==> src/rtl/dbr_fetch_pkg.sv <==
// Package for the delayed-branch fetch controller.
// Holds the fetch sequencer state type shared by the modules.
package dbr_fetch_pkg;

    // Fetch sequencer: normal streaming, or the one dead slot after a redirect.
    typedef enum logic {
        FQ_RUN    = 1'b0,
        FQ_BUBBLE = 1'b1
    } fq_state_e;

endpackage

==> src/rtl/dbr_fetch_pc.sv <==
// Program counter and fetch sequencer.
// Issues one fetch per cycle at pc, stepping by STEP bytes. A redirect loads
// the target and skips exactly one fetch slot.
// Assumes: redirect is never raised in the skipped slot.
module dbr_fetch_pc
    import dbr_fetch_pkg::*;
#(
    parameter int unsigned          ADDR_W    = 32,
    parameter int unsigned          STEP      = 2,
    parameter logic [ADDR_W-1:0]    RESET_VEC = 32'h0000_0100
) (
    input  logic              clk,
    input  logic              rst_n,
    input  logic              redirect,
    input  logic [ADDR_W-1:0] redirect_addr,
    output logic [ADDR_W-1:0] fetch_addr,
    output logic              fetch_valid
);

    localparam logic [ADDR_W-1:0] STEP_A = ADDR_W'(STEP);

    fq_state_e         st_q;
    logic [ADDR_W-1:0] pc_q;

    // Advance, redirect or hold the program counter each cycle.
    always_ff @(posedge clk) begin
        if (!rst_n) begin
            pc_q <= RESET_VEC;
            st_q <= FQ_RUN;
        end else if (redirect) begin
            pc_q <= redirect_addr;
            st_q <= FQ_BUBBLE;
        end else if (st_q == FQ_BUBBLE) begin
            st_q <= FQ_RUN;
        end else begin
            pc_q <= pc_q + STEP_A;
        end
    end

    assign fetch_addr  = pc_q;
    assign fetch_valid = (st_q == FQ_RUN);

    assert_redirect_lands_R6: assert property (@(posedge clk) disable iff (!rst_n)
        redirect |=> (!fetch_valid && fetch_addr == $past(redirect_addr)));

    assert_seq_step_R2: assert property (@(posedge clk) disable iff (!rst_n)
        (fetch_valid && !redirect) |=> (fetch_addr == $past(fetch_addr) + STEP_A));

endmodule

==> src/rtl/dbr_branch_unit.sv <==
// Branch decision and target formation.
// Decides taken / not taken for the decode-stage branch. Flags a branch that
// sits in a delay slot as illegal. Forms the target from the executing branch.
// Assumes: decoder inputs describe the current decode-stage word.
module dbr_branch_unit #(
    parameter int unsigned ADDR_W = 32,
    parameter int unsigned DISP_W = 8,
    parameter int unsigned STEP   = 2
) (
    input  logic              id_valid,
    input  logic              dec_is_bcond,
    input  logic              dec_pol,
    input  logic              cond_flag,
    input  logic              ex_br,
    input  logic [ADDR_W-1:0] ex_pc,
    input  logic [DISP_W-1:0] ex_disp,
    output logic              br_legal,
    output logic              br_taken,
    output logic              br_illegal,
    output logic [ADDR_W-1:0] target
);

    localparam int unsigned       SHIFT  = $clog2(STEP);
    localparam logic [ADDR_W-1:0] OFFSET = ADDR_W'(2 * STEP);

    logic              id_br;
    logic [ADDR_W-1:0] disp_ext;

    // Resolve the decode-stage branch against the flag and the slot rule.
    always_comb begin
        id_br      = id_valid && dec_is_bcond;
        br_illegal = id_br && ex_br;
        br_legal   = id_br && !ex_br;
        br_taken   = br_legal && (cond_flag == dec_pol);
    end

    // Form the branch target from the executing branch's own address.
    always_comb begin
        disp_ext = {{(ADDR_W-DISP_W){ex_disp[DISP_W-1]}}, ex_disp};
        target   = ex_pc + OFFSET + (disp_ext << SHIFT);
    end

endmodule

==> src/rtl/dbr_stage_regs.sv <==
// Decode and execute pipeline registers.
// A killed fetch enters decode with its valid bit clear. Branch outcome bits
// travel with the branch into execute.
// Assumes: branch outcome inputs are already qualified by id_valid.
module dbr_stage_regs #(
    parameter int unsigned ADDR_W  = 32,
    parameter int unsigned INSTR_W = 16,
    parameter int unsigned DISP_W  = 8
) (
    input  logic               clk,
    input  logic               rst_n,
    input  logic               fetch_valid,
    input  logic               kill,
    input  logic [ADDR_W-1:0]  fetch_addr,
    input  logic [INSTR_W-1:0] fetch_word,
    input  logic [DISP_W-1:0]  dec_disp,
    input  logic               br_legal,
    input  logic               br_taken,
    input  logic               br_illegal,
    output logic               id_valid,
    output logic [INSTR_W-1:0] id_instr,
    output logic [ADDR_W-1:0]  id_pc,
    output logic               ex_valid,
    output logic [INSTR_W-1:0] ex_instr,
    output logic [ADDR_W-1:0]  ex_pc,
    output logic [DISP_W-1:0]  ex_disp,
    output logic               ex_br,
    output logic               ex_taken,
    output logic               ex_err
);

    // Capture the fetched word into decode; a killed fetch lands invalid.
    always_ff @(posedge clk) begin
        if (!rst_n) begin
            id_valid <= 1'b0;
            id_instr <= '0;
            id_pc    <= '0;
        end else begin
            id_valid <= fetch_valid && !kill;
            id_instr <= fetch_word;
            id_pc    <= fetch_addr;
        end
    end

    // Move decode into execute together with its branch outcome.
    always_ff @(posedge clk) begin
        if (!rst_n) begin
            ex_valid <= 1'b0;
            ex_instr <= '0;
            ex_pc    <= '0;
            ex_disp  <= '0;
            ex_br    <= 1'b0;
            ex_taken <= 1'b0;
            ex_err   <= 1'b0;
        end else begin
            ex_valid <= id_valid;
            ex_instr <= id_instr;
            ex_pc    <= id_pc;
            ex_disp  <= dec_disp;
            ex_br    <= br_legal;
            ex_taken <= br_taken;
            ex_err   <= br_illegal;
        end
    end

    assert_kill_squash_R5: assert property (@(posedge clk) disable iff (!rst_n)
        kill |=> !id_valid);

    assert_stage_advance_R2: assert property (@(posedge clk) disable iff (!rst_n)
        id_valid |=> (ex_valid && ex_pc == $past(id_pc)));

endmodule

==> src/rtl/dbr_fetch_ctrl.sv <==
// Top of the delayed conditional branch fetch controller.
// Connects the fetch sequencer, stage registers and branch unit. A taken
// branch in execute kills the current fetch and redirects to its target.
// Assumes: fetch_word arrives in the same cycle as fetch_addr, and the decoder
// inputs are derived from id_instr.
module dbr_fetch_ctrl #(
    parameter int unsigned          ADDR_W    = 32,
    parameter int unsigned          INSTR_W   = 16,
    parameter int unsigned          DISP_W    = 8,
    parameter logic [ADDR_W-1:0]    RESET_VEC = 32'h0000_0100
) (
    input  logic               clk,
    input  logic               rst_n,
    input  logic               cond_flag,
    input  logic [INSTR_W-1:0] fetch_word,
    input  logic               dec_is_bcond,
    input  logic               dec_pol,
    input  logic [DISP_W-1:0]  dec_disp,
    output logic [ADDR_W-1:0]  fetch_addr,
    output logic               fetch_valid,
    output logic               kill,
    output logic               id_valid,
    output logic [INSTR_W-1:0] id_instr,
    output logic [ADDR_W-1:0]  id_pc,
    output logic               ex_valid,
    output logic [INSTR_W-1:0] ex_instr,
    output logic [ADDR_W-1:0]  ex_pc,
    output logic               slot_err
);

    localparam int unsigned STEP = INSTR_W / 8;

    logic              br_legal, br_taken, br_illegal;
    logic              ex_br, ex_taken, ex_err;
    logic [DISP_W-1:0] ex_disp;
    logic [ADDR_W-1:0] target;

    assign kill     = ex_valid && ex_taken;
    assign slot_err = ex_valid && ex_err;

    dbr_fetch_pc #(
        .ADDR_W(ADDR_W), .STEP(STEP), .RESET_VEC(RESET_VEC)
    ) pc_i (
        .clk(clk), .rst_n(rst_n),
        .redirect(kill), .redirect_addr(target),
        .fetch_addr(fetch_addr), .fetch_valid(fetch_valid)
    );

    dbr_stage_regs #(
        .ADDR_W(ADDR_W), .INSTR_W(INSTR_W), .DISP_W(DISP_W)
    ) regs_i (
        .clk(clk), .rst_n(rst_n),
        .fetch_valid(fetch_valid), .kill(kill),
        .fetch_addr(fetch_addr), .fetch_word(fetch_word), .dec_disp(dec_disp),
        .br_legal(br_legal), .br_taken(br_taken), .br_illegal(br_illegal),
        .id_valid(id_valid), .id_instr(id_instr), .id_pc(id_pc),
        .ex_valid(ex_valid), .ex_instr(ex_instr), .ex_pc(ex_pc),
        .ex_disp(ex_disp), .ex_br(ex_br), .ex_taken(ex_taken), .ex_err(ex_err)
    );

    dbr_branch_unit #(
        .ADDR_W(ADDR_W), .DISP_W(DISP_W), .STEP(STEP)
    ) br_i (
        .id_valid(id_valid), .dec_is_bcond(dec_is_bcond), .dec_pol(dec_pol),
        .cond_flag(cond_flag), .ex_br(ex_br), .ex_pc(ex_pc), .ex_disp(ex_disp),
        .br_legal(br_legal), .br_taken(br_taken), .br_illegal(br_illegal),
        .target(target)
    );

    assert_slot_no_redirect_R8: assert property (@(posedge clk) disable iff (!rst_n)
        slot_err |-> !kill);

    assert_delay_slot_runs_R4: assert property (@(posedge clk) disable iff (!rst_n)
        kill |=> ex_valid);

    assert_bubble_single_R6: assert property (@(posedge clk) disable iff (!rst_n)
        !fetch_valid |=> fetch_valid);

endmodule

==> config.mk <==
export PLATFORM = sky130hd
export DESIGN_NAME = dbr_fetch_ctrl
export DESIGN_NICKNAME = d
export VERILOG_FILES = /design/src/rtl/dbr_fetch_pkg.sv /design/src/rtl/dbr_fetch_pc.sv /design/src/rtl/dbr_branch_unit.sv /design/src/rtl/dbr_stage_regs.sv /design/src/rtl/dbr_fetch_ctrl.sv
export SDC_FILE = /design/constraint.sdc
export NUM_CORES = 1
export LEC_CHECK = 0
export CAP_MARGIN = 20
export CORE_MARGIN = 1
export CORE_UTILIZATION = 25
export CTS_BUF_LIST = sky130_fd_sc_hd__clkbuf_4 sky130_fd_sc_hd__clkbuf_8
export CTS_CLUSTER_DIAMETER = 50
export DETAILED_ROUTE_END_ITERATION = 12
export PLACE_DENSITY = 0.42
export SYNTH_ARGS = -nofsm -noshare
export SYNTH_HDL_FRONTEND = slang
export SYNTH_SLANG_ARGS = --single-unit
==> constraint.sdc <==
create_clock -name clk -period 3.3 [get_ports clk]
set_input_delay 0.66 -clock clk [delete_from_list [all_inputs] [get_ports clk]]
set_output_delay 0.66 -clock clk [all_outputs]
set_load 0.005 [all_outputs]
==> results of run 1 <==
[metal layers]
layer  track usage  up-vias
li1              -     2793
met1         0.192     2491
met2         0.230      162
met3        0.0477       16
met4        0.0417        0
met5             0        -
[cell families after synthesis]
group | count (synthesis)
and+or+nand+nor | 264
DFF | 142
AOI/OAI and AO/OA | 134
adders and majority gates | 61
xor gates and xnor gates | 53
buffers and inverters | 52
muxes | 1
[state kept, by name, indices dropped and copies added (netlist names)]
name             cells
pc_i.fetch_addr     32
pc_i.st_q            1
regs_i.ex_br         1
regs_i.ex_disp       8
regs_i.ex_err        1
regs_i.ex_instr     16
regs_i.ex_pc        32
regs_i.ex_taken      1
regs_i.ex_valid      1
regs_i.id_instr     16
regs_i.id_pc        32
regs_i.id_valid      1
[worst reg2reg max path: stages (launching register included)]
cell and delay, ns:
dfxtp_1 0.35, inv_1 0.05, ha_1 0.27, inv_1 0.04
ha_1 0.21, fa_1 0.41, a21o_1 0.24, a22o_1 0.23
o31ai_4 0.28, nor3_1 0.13, o21ai_1 0.22, or4b_1 0.46
o311ai_1 0.09
[power by group through the flow]
| stage | Combinational, W | Clock [W] | Sequential, W |
|---|---|---|---|
| CTS | 0.000309 | 0.00154 | 0.00178 |
| finish | 0.000302 | 0.00146 | 0.00178 |
| global route | 0.000336 | 0.00160 | 0.00178 |
| detailed placement | 0.000306 | 0 | 0.00182 |
| floorplan | 0.000142 | 0 | 0.00182 |
| global placement | 0.000309 | 0 | 0.00182 |
[area by class of cell]
cell class              instances  area (sq um)
inverters                      20          75.1
clock inverters                15           191
flip-flops and latches        142          2840
multi-input cells             513          3630
well taps                     335           419
repair buffers                175          1720
fillers                      2781         17000
clock buffers                  17           234
[final timing paths]
check | from | endpoint | slack (ns) | cells after the start
worst min register to register | regs_i.ex_br | regs_i.ex_br | 0.44 | 1
worst max-delay path | regs_i.ex_pc[2] | pc_i.fetch_addr[28] | 0.26 | 12
worst min-delay path | regs_i.ex_br | regs_i.ex_br | 0.44 | 1
worst max register to register | regs_i.ex_pc[2] | pc_i.fetch_addr[28] | 0.26 | 12
[through the flow]
step	util	total power [W]
6_report	0.349	0.00355
5_1_grt	0.349	0.00372
4_1_cts	0.349	0.00363
3_5_place_dp	0.332	0.00213
3_3_place_gp	0.332	0.00213
2_1_floorplan	-	0.00196
[cell usage in the layout, fill, tap and decap left out, types with 14 or more instances in the layout]
master and count:
o21ai_0 19, xor2_1 25, nand2_1 44, nand3_1 15, inv_1 18, clkbuf_8 17
a211oi_1 14, and2_1 108, nor2_1 36, dfxtp_1 142, clkdlybuf4s50_1 160, nand4_1 15
ha_1 60, a21oi_1 37, xnor2_1 28
==> impl_results.rst, run 1 <==
.. list-table::
   :header-rows: 1

   * - Metric
     - Value
   * - Area enclosed by the die boundary
     - 27400 sq um
   * - Post-CTS setup buffers
     - 0
   * - Maximum clock path buffer count
     - 2
   * - Slowest stage cell, crit path
     - or4b_1
   * - Critical Path RT
     - 3.66 ns
   * - WL met2
     - 8820 um
   * - Count of endpoints failing hold in the final timing report
     - 0
   * - Mapped Cells
     - 707
   * - Adder-cell share of the synthesized area
     - 0.115
   * - Routed wire length on met3
     - 1360 um
   * - CTS sink count
     - 142
   * - Clk pin slew, worst setup/hold paths
     - 0.10 ns
   * - First-pass GRT wire length
     - 30400 um
   * - Final-layout setup total negative slack
     - 0 ns
   * - Most used flip-flop cell after synthesis
     - dfxtp_1
   * - Mean cell area of the mapped netlist
     - 9.45 sq um
   * - CTS HTree Levels
     - 4
   * - Slew at the pin with the worst max-slew slack
     - 0.559 ns
   * - Classification of the worst setup path
     - flop to flop
   * - Layout Area Growth over Synthesis
     - 36.5%
   * - Clock root buffer master
     - clkbuf_8
   * - Iteration count of the initial detailed-routing pass
     - 9
   * - Post-route cell area
     - 9120 sq um
   * - Flop pwr share
     - 0.502
   * - Final count of pins violating max slew
     - 0
   * - Worst slack after detailed placement
     - 0.211 ns
   * - Portion of synthesized cell area occupied by the leading cell type
     - 0.426
   * - ANT cells
     - 0
   * - Cells along the critical path
     - inv_1 > ha_1 > inv_1 > ha_1 > fa_1 > a21o_1 > a22o_1 > o31ai_4 > nor3_1 > o21ai_1 > or4b_1 > o311ai_1
   * - Sequential element share of the synthesized area
     - 0.426
   * - DRC violations left
     - 14
   * - Highest layer used for signal routing
     - met4
   * - Number of antenna violations at the first check in global routing
     - 0
   * - Dominant delay contributor by cell family on the critical path
     - compound AO/OA/AOI/OAI gates
   * - Clock tree from TritonCTS
     - yes
   * - Yosys synthesis warning count
     - 0
   * - DIE WIDTH
     - 165 um
   * - Fraction of registers with async set or reset after synthesis
     - 0
   * - Biggest area contributors in the synthesized netlist
     - dfxtp_1 (43%), ha_1 (11%), and2_1 (10%), xnor2_1 (3.7%), xor2_1 (3.3%)
   * - Post-synth top area cell
     - dfxtp_1
   * - Switching power of the nets
     - 0.00104 W
   * - Synthesized-area fraction occupied by ao, oa, aoi and oai cells
     - 0.137
   * - Max Clock Freq
     - 0.329 GHz
   * - Leak pwr
     - 3.72 nW
   * - Slew HR
     - 0.625
   * - CTS Buf Count
     - 17
   * - Standard cell area after detailed placement
     - 8680 sq um
   * - EDFF count, synth
     - 0
   * - Worst clock skew
     - 0.0182 ns
   * - Share of the synthesized netlist area taken by xor and xnor gates
     - 0.0695
   * - Violated checks
     - design-rule violations
   * - Die boundary height
     - 165 um
   * - Unrepaired setup endpoints after global routing
     - false
   * - Proportion of layout cells with a drive suffix above 1
     - 0.0646
   * - Core box area
     - 26100 sq um
   * - Detail Route Antenna Nets
     - 0
   * - Total internal power
     - 0.00250 W
   * - Combinational share of power
     - 0.085
   * - Number of top-level pins
     - 162
   * - CP max stage delay
     - 0.45 ns
   * - Simple logic cell fraction of the synthesized area
     - 0.219
   * - Worst hold slack
     - 0.440 ns
   * - Data arrival at the endpoint of the critical path
     - 3.41 ns
   * - Sw frac
     - 0.294
   * - Kind of start point of the critical path
     - flop
   * - Routability cong.
     - 0.826
   * - Count of distinct cell types in the synthesized netlist
     - 63
   * - GRT Total Usage
     - 0.147
   * - Standard-cell row count
     - 59
   * - Result of the run
     - finished, violations left
   * - Initial cell density of the core
     - 0.256
   * - Time the worst path needs with I/O delays and setup
     - 3.04 ns
   * - Number of instances resized during post-cts repair
     - 0
   * - Hold Crit Class
     - flop to flop
   * - Layout Cells excl Fill
     - 1217
   * - Crit share post-route
     - 0.922
   * - Setup WS post-layout
     - 0.257 ns
   * - Routed wire length
     - 19500 um
   * - Vias
     - 5462
   * - Post-detailed-route wirelength per cell
     - 16.0 um
   * - Via count of the first global-routing pass
     - 5396
   * - Post-synth net total
     - 797
   * - Worst-path fanout max
     - 3
   * - Number of maximum-capacitance violations
     - 0
   * - Most common cell in the netlist
     - dfxtp_1
   * - Half-perimeter wire length after detailed placement
     - 14700 um
   * - Cell area after synthesis
     - 6680 sq um
   * - Total power divided by cell area
     - 389 nW/um^2
   * - Dominant combinational cell family by area after synthesis
     - simple AND/OR/NAND/NOR gates
   * - Mux share of post-synthesis cell area
     - 0.00150
   * - Remaining global-route overflow
     - 0
   * - Final net count
     - 959
   * - Hold bufs inserted after CTS
     - 0
   * - Clk network pwr share
     - 0.413
   * - Drt via density
     - 4.49
   * - Initial DRC count
     - 296
   * - Number of flip-flops and latches in the synthesized netlist
     - 142
   * - Met1 routed wirelength after detailed routing
     - 9110 um
   * - Total of endpoints with negative setup slack in the final report
     - 0
   * - Latest clock arrival within the worst-skew pair
     - 0.46 ns
   * - Number of placed instances, taps included
     - 1185
   * - Maximum number of pins on one net before global-route repair
     - 50
   * - Crit path capture type
     - flop
   * - Most common library cells after synthesis
     - dfxtp_1 (142), and2_1 (108), ha_1 (60), nand2_1 (44), a21oi_1 (37)
   * - Worst-case vdd ir drop
     - 0.187 mV
   * - Number of port buffers
     - 161
   * - Combined buffer and inverter count along the critical path
     - 2
Note: power is estimated with default switching activity, not from simulation.
==> run 2, diff against run 1 <==
--- a/config.mk
+++ b/config.mk
@@ -5,7 +5,6 @@
 export SDC_FILE = /design/constraint.sdc
 export NUM_CORES = 1
 export LEC_CHECK = 0
-export CAP_MARGIN = 20
 export CORE_MARGIN = 1
 export CORE_UTILIZATION = 25
 export CTS_BUF_LIST = sky130_fd_sc_hd__clkbuf_4 sky130_fd_sc_hd__clkbuf_8
==> results of run 2 <==
Same layout as run 1: the final DEF is identical, and so are final timing and power.
